===== config.mk =====
export PLATFORM = sky130hd
export DESIGN_NAME = pdac_wr_seq
export DESIGN_NICKNAME = d
export VERILOG_FILES = /design/src/rtl/pdac_wr_seq_pkg.sv /design/src/rtl/pdac_phase_timer.sv /design/src/rtl/pdac_lane_drv.sv /design/src/rtl/pdac_wr_seq.sv
export SDC_FILE = /design/constraint.sdc
export NUM_CORES = 1
export LEC_CHECK = 0
export ABC_CLOCK_PERIOD_IN_PS = 2540
export CAP_MARGIN = 20
export CORE_MARGIN = 1.5
export CORE_UTILIZATION = 30
export CTS_CLUSTER_SIZE = 10
export DETAILED_ROUTE_END_ITERATION = 8
export GPL_TIMING_DRIVEN = 1
export MAX_ROUTING_LAYER = met4
export PLACE_DENSITY = 0.5
export RECOVER_POWER = 50
export SLEW_MARGIN = 20
export SYNTH_ARGS = -nofsm -noshare
export SYNTH_HDL_FRONTEND = slang
export SYNTH_SLANG_ARGS = --single-unit

===== constraint.sdc =====
create_clock -name clk -period 2.54 [get_ports clk]
set_input_delay 0.508 -clock clk [delete_from_list [all_inputs] [get_ports clk]]
set_output_delay 0.508 -clock clk [all_outputs]
set_load 0.02 [all_outputs]

===== src/rtl/pdac_wr_seq_pkg.sv =====
package pdac_wr_seq_pkg;

   typedef enum logic [2:0] {
      ST_IDLE  = 3'd0,
      ST_WRITE = 3'd1,
      ST_GAP   = 3'd2,
      ST_LOAD  = 3'd3,
      ST_CLEAR = 3'd4
   } seq_state_e;

   typedef enum logic [1:0] {
      LANE_WORD = 2'd0,
      LANE_HI   = 2'd1,
      LANE_LO   = 2'd2
   } lane_e;

   // ceiling of interval / period, floored at one clock
   function automatic int clks_per_interval(input int period_ps, input int interval_ps);
      int q;
      if (period_ps <= 0) return 1;
      q = (interval_ps + period_ps - 1) / period_ps;
      return (q < 1) ? 1 : q;
   endfunction

endpackage


===== src/rtl/pdac_phase_timer.sv =====
module pdac_phase_timer #(
   parameter int CNT_W = 4
) (
   input  logic             clk,
   input  logic             rst_n,
   input  logic             load,
   input  logic [CNT_W-1:0] load_val,
   output logic             done
);

   logic [CNT_W-1:0] cnt_q;

   always_ff @(posedge clk or negedge rst_n) begin
      if (!rst_n)
         cnt_q <= '0;
      else if (load)
         cnt_q <= load_val;
      else if (cnt_q != '0)
         cnt_q <= cnt_q - 1'b1;
   end

   assign done = (cnt_q == '0);

endmodule


===== src/rtl/pdac_lane_drv.sv =====
module pdac_lane_drv
   import pdac_wr_seq_pkg::*;
#(
   parameter int DATA_W       = 16,
   parameter bit BYTE_MODE_EN = 1'b1
) (
   input  logic              clk,
   input  logic              rst_n,
   input  logic              start,
   input  logic              stop,
   input  lane_e             lane,
   input  logic [DATA_W-1:0] code,
   output logic [DATA_W-1:0] data,
   output logic              cs_hi_n,
   output logic              cs_lo_n
);

   localparam int HALF_W = DATA_W / 2;

   lane_e             eff_lane;
   logic [DATA_W-1:0] data_d;
   logic              hi_sel;
   logic              lo_sel;

   generate
      if (BYTE_MODE_EN) begin : g_split
         assign eff_lane = lane;
      end else begin : g_word_only
         assign eff_lane = LANE_WORD;
      end
   endgenerate

   always_comb begin
      data_d = code;
      hi_sel = 1'b1;
      lo_sel = 1'b1;
      unique case (eff_lane)
         LANE_HI: begin
            data_d = {code[DATA_W-1:HALF_W], code[DATA_W-1:HALF_W]};
            lo_sel = 1'b0;
         end
         LANE_LO: begin
            data_d = {code[HALF_W-1:0], code[HALF_W-1:0]};
            hi_sel = 1'b0;
         end
         default: ;
      endcase
   end

   always_ff @(posedge clk or negedge rst_n) begin
      if (!rst_n) begin
         data    <= '0;
         cs_hi_n <= 1'b1;
         cs_lo_n <= 1'b1;
      end else if (start) begin
         data    <= data_d;
         cs_hi_n <= ~hi_sel;
         cs_lo_n <= ~lo_sel;
      end else if (stop) begin
         cs_hi_n <= 1'b1;
         cs_lo_n <= 1'b1;
      end
   end

endmodule


===== src/rtl/pdac_wr_seq.sv =====
module pdac_wr_seq
   import pdac_wr_seq_pkg::*;
#(
   parameter int CODE_W        = 16,
   parameter int CLK_PERIOD_PS = 5000,
   parameter int MIN_PULSE_PS  = 60000,
   parameter bit BYTE_MODE_EN  = 1'b1
) (
   input  logic              clk,
   input  logic              rst_n,
   input  logic              req_valid,
   output logic              req_ready,
   input  logic [CODE_W-1:0] req_code,
   input  logic              req_byte_mode,
   input  logic              clr_req,
   output logic [CODE_W-1:0] dac_data,
   output logic              dac_wr_n,
   output logic              dac_cs_hi_n,
   output logic              dac_cs_lo_n,
   output logic              dac_load_n,
   output logic              dac_clear_n
);

   localparam int               PULSE_CLKS = clks_per_interval(CLK_PERIOD_PS, MIN_PULSE_PS);
   localparam int               CNT_W      = $clog2(PULSE_CLKS + 1);
   localparam logic [CNT_W-1:0] CNT_LOAD   = CNT_W'(PULSE_CLKS - 1);

   generate
      if (CODE_W < 2 || (CODE_W % 2) != 0) begin : g_bad_width
         $error("pdac_wr_seq: CODE_W must be even and at least 2");
      end
      if (CLK_PERIOD_PS <= 0 || MIN_PULSE_PS <= 0) begin : g_bad_timing
         $error("pdac_wr_seq: timing parameters must be positive");
      end
   endgenerate

   seq_state_e        state_q, state_d;
   logic              byte_q;
   logic              low_done_q;
   logic [CODE_W-1:0] code_q;
   logic              clr_pend_q;
   logic              clr_owed;
   logic              accept;
   logic              byte_req;
   logic              timer_done;
   logic              lane_start, lane_stop;
   lane_e             lane_sel;
   logic [CODE_W-1:0] lane_code;
   logic              wr_n_q, ld_n_q, clr_n_q;

   generate
      if (BYTE_MODE_EN) begin : g_mode_in
         assign byte_req = req_byte_mode;
      end else begin : g_mode_fixed
         assign byte_req = 1'b0;
      end
   endgenerate

   assign clr_owed  = clr_pend_q | clr_req;
   assign req_ready = (state_q == ST_IDLE) & ~clr_owed;
   assign accept    = req_ready & req_valid;

   always_comb begin
      state_d    = state_q;
      lane_start = 1'b0;
      lane_stop  = 1'b0;
      lane_sel   = LANE_WORD;
      lane_code  = code_q;
      unique case (state_q)
         ST_IDLE: begin
            if (clr_owed) begin
               state_d = ST_CLEAR;
            end else if (req_valid) begin
               state_d    = ST_WRITE;
               lane_start = 1'b1;
               lane_sel   = byte_req ? LANE_HI : LANE_WORD;
               lane_code  = req_code;
            end
         end
         ST_WRITE: begin
            if (timer_done) begin
               state_d   = ST_GAP;
               lane_stop = 1'b1;
            end
         end
         ST_GAP: begin
            if (timer_done) begin
               if (byte_q && !low_done_q) begin
                  state_d    = ST_WRITE;
                  lane_start = 1'b1;
                  lane_sel   = LANE_LO;
               end else begin
                  state_d = ST_LOAD;
               end
            end
         end
         ST_LOAD, ST_CLEAR: begin
            if (timer_done) state_d = ST_IDLE;
         end
         default: state_d = ST_IDLE;
      endcase
   end

   always_ff @(posedge clk or negedge rst_n) begin
      if (!rst_n) begin
         state_q    <= ST_IDLE;
         byte_q     <= 1'b0;
         low_done_q <= 1'b0;
         code_q     <= '0;
         clr_pend_q <= 1'b0;
         wr_n_q     <= 1'b1;
         ld_n_q     <= 1'b1;
         clr_n_q    <= 1'b1;
      end else begin
         state_q    <= state_d;
         clr_pend_q <= (state_q == ST_IDLE) ? 1'b0 : clr_owed;
         if (accept) begin
            byte_q     <= byte_req;
            low_done_q <= 1'b0;
            code_q     <= req_code;
         end else if (state_q == ST_GAP && state_d == ST_WRITE) begin
            low_done_q <= 1'b1;
         end
         wr_n_q  <= (state_d != ST_WRITE);
         ld_n_q  <= (state_d != ST_LOAD);
         clr_n_q <= (state_d != ST_CLEAR);
      end
   end

   pdac_phase_timer #(
      .CNT_W (CNT_W)
   ) timer_i (
      .clk      (clk),
      .rst_n    (rst_n),
      .load     (state_d != state_q),
      .load_val (CNT_LOAD),
      .done     (timer_done)
   );

   pdac_lane_drv #(
      .DATA_W       (CODE_W),
      .BYTE_MODE_EN (BYTE_MODE_EN)
   ) lane_i (
      .clk     (clk),
      .rst_n   (rst_n),
      .start   (lane_start),
      .stop    (lane_stop),
      .lane    (lane_sel),
      .code    (lane_code),
      .data    (dac_data),
      .cs_hi_n (dac_cs_hi_n),
      .cs_lo_n (dac_cs_lo_n)
   );

   assign dac_wr_n    = wr_n_q;
   assign dac_load_n  = ld_n_q;
   assign dac_clear_n = clr_n_q;

endmodule


==> impl_metrics.json <==
{
  "overflow": 0,
  "numCtsBuffers": 5,
  "clk_pin_slew_worst_paths_ns": 0.09,
  "gp_congestion": 0.741,
  "syn_nets": 246,
  "finalCriticalPeriod_ns": 2.24,
  "total_power_mw": 1.27,
  "yosysSeqAreaShare_pct": 50.9,
  "drive_gt1_share_pct": 16.4,
  "synthFlopType": "dfrtp_1",
  "synth_area_per_cell_sq_um": 10.5,
  "setup_viol_count_final": 0,
  "vias": 1886,
  "startpoint_type": "input pin",
  "n_fill_cell": 751,
  "maxCapViolations": 0,
  "skew_ns": 0.0106,
  "die_w_microns": 91.0,
  "ys_top_cells_by_area": "dfrtp_1, o221ai_1, dfstp_2",
  "power_leakage_nw": 1.42,
  "routedWlPerCell_microns": 16.1,
  "setup.worst_path.class": "input pin to flip-flop",
  "slew_headroom_pct": 13.2,
  "pre_cts_slack_ns": -0.0340,
  "drt_iter0_drc": 132,
  "arrival_ns": 2.42,
  "end_kind": "flip-flop",
  "syn_area_sq_um": 2320,
  "synth_top_area_cell": "dfrtp_1",
  "hpwl_microns": 4110,
  "core_sq_um": 7370,
  "cts_root_buffer": "clkbuf_8",
  "status": "finished clean",
  "die_h_microns": 91.0,
  "yosys.area.top_type_share_pct": 45.2,
  "gr-usage-all-layers_pct": 15.9,
  "wirelength_microns": 6010,
  "rows": 31,
  "dr.pass1.iters": 4,
  "vias_per_cell": 5.06,
  "antenna_found_initial": 0,
  "fp.dieArea_sq_um": 8290,
  "antennaDiodeCount": 0,
  "grt_max_degree": 26,
  "grt_pass1_vias": 1915,
  "ant_nets": 0,
  "htreeDepth": 2,
  "cts_tree": "done",
  "initial_utilization_pct": 31.5,
  "crit_fanout": 7,
  "ys_warn_count": 0,
  "irDropWorstVdd_uv": 200,
  "fin_nets": 297,
  "port_buffers": 42,
  "required_ns": 2.71,
  "async_flop_share_pct": 100,
  "ys_ff_latch": 47,
  "clock_path_buffers": 2,
  "cts.sinks": 47,
  "powerDensity_nw_per_um2": 427,
  "syn_inst": 222,
  "slew_viol_final": 0,
  "postCtsHoldBufs": 0,
  "clock.fmax_ghz": 0.446,
  "layout_commonest_cell": "dfrtp_1",
  "hp-class": "input pin to async pin",
  "io_pins": 43,
  "layout_common_cells": "dfrtp_1, clkdlybuf4s50_1, o211ai_1",
  "insertion_delay_ns": 0.30,
  "finalHoldViolCount": 0,
  "synth_edf_count": 0,
  "grt_pass1_wl_microns": 10100,
  "drc": 0,
  "post_synth_num_cell_types": 40,
  "areaGrowthSynthToFinish_pct": 28.5,
  "post_cts_buffers": 0,
  "rsz0062_at_grt": "no",
  "fin_crit_sh_pct": 88.2,
  "setup_ws_ns": 0.299,
  "worst_pin_slew_ns": 1.30
}
-- sequential cells by signal, indices dropped and copies added, names as in the netlist --
signal / count
byte_q: 1
lane_i.cs_hi_n: 1
lane_i.data: 16
state_q: 3
low_done_q: 1
dac_clear_n: 1
timer_i.cnt_q: 4
dac_load_n: 1
dac_wr_n: 1
code_q: 16
lane_i.cs_lo_n: 1
clr_pend_q: 1
-- kinds of logic (layout without fill, tap and decap cells) --
| family | after synthesis | count (layout) | share of synthesized area, % |
|---|---|---|---|
| AO/OA/AOI/OAI | 64 | 64 | 20.3 |
| XOR/XNOR | 2 | 2 | 0.754 |
| adder cells (fa/ha/maj) | 3 | 3 | 1.61 |
| buffers and inverters | 29 | 81 | 5.76 |
| flip-flops | 47 | 47 | 50.9 |
| multiplexers | 1 | 1 | 0.431 |
| AND/OR/NAND/NOR | 76 | 76 | 20.2 |
-- timing repair --
item                                    in CTS  in global routing
endpoints found under the setup margin       0                  1
resized for setup                            0                  1
endpoints found under the hold margin        0                  0
-- layout make-up --
cell class	count	area [sq um]	area share (%)
timing repair buffer	60	537	18.0
multi-input combinational	146	1000	33.6
sequential	47	1180	39.6
clock buffer	7	86.3	2.89
tap	99	124	4.15
clock inverter	1	5.00	0.168
inverter	13	48.8	1.63
-- per-layer routing --
| layer | GRT usage, % | share of wire, % |
|---|---|---|
| met1 | 22.5 | 51 |
| met2 | 23.5 | 45 |
| met3 | 2.68 | 2.6 |
| met4 | 4.30 | 1.2 |
| met5 | - | 0 |
-- critical path, cell delays in order --
cell	delay, ns
clkdlybuf4s50_1	0.47
nor3b_2	0.19
and2_1	0.18
nand2_1	0.10
inv_1	0.07
ha_1	0.25
or2_2	0.30
o21ai_1	0.07
buf_4	0.18
o211ai_1	0.09
-- Yosys cell counts, types with 2 or more instances --
cell type and instances:
nor3_1 2, nor2b_1 3, inv_1 12, buf_2 5, buf_4 2, o221ai_1 16
o21ai_1 3, dfrtp_1 42, xnor2_1 2, or2_2 8, clkbuf_1 8, dfstp_2 5
nor3b_2 2, and2_1 2, nor2_1 7, or2_1 2, nand2_1 10, a21oi_1 11
o211ai_1 17, a21boi_0 8, and3_1 16, ha_1 3, o22a_1 3, nand3_1 16
o21ai_0 2
-- per-stage QoR --
step	instance area [sq um]	TNS, ns	hold WS, ns	instances	util, %
3_3_place_gp	2930	-0.0859	0.470	365	39.7
6_report	2990	0	0.472	373	40.5
3_5_place_dp	2930	-0.203	0.464	365	39.7
2_1_floorplan	2320	0	0.212	222	-
4_1_cts	3020	0	0.210	373	41.0
5_1_grt	2990	0	0.501	373	40.5
-- power by group --
group | internal (mW) | switching [mW]
logic | 0.0284 | 0.0201
registers | 0.748 | 0.0000588
clock network | 0.220 | 0.257
total | 0.997 | 0.278
-- final timing paths --
check / start / endpoint / slack [ns] / depth (start not counted)
min in group clk: byte_q / byte_q / 0.48 / 2
max in group asynchronous: rst_n / code_q[3] / 0.77 / 2
max reg2reg: timer_i.cnt_q[0] / lane_i.data[1] / 0.32 / 9
min: rst_n / code_q[7] / 0.47 / 1
min reg2reg: byte_q / byte_q / 0.48 / 2
max: req_valid / lane_i.data[1] / 0.30 / 10
Note: power is estimated with default switching activity, not from simulation.
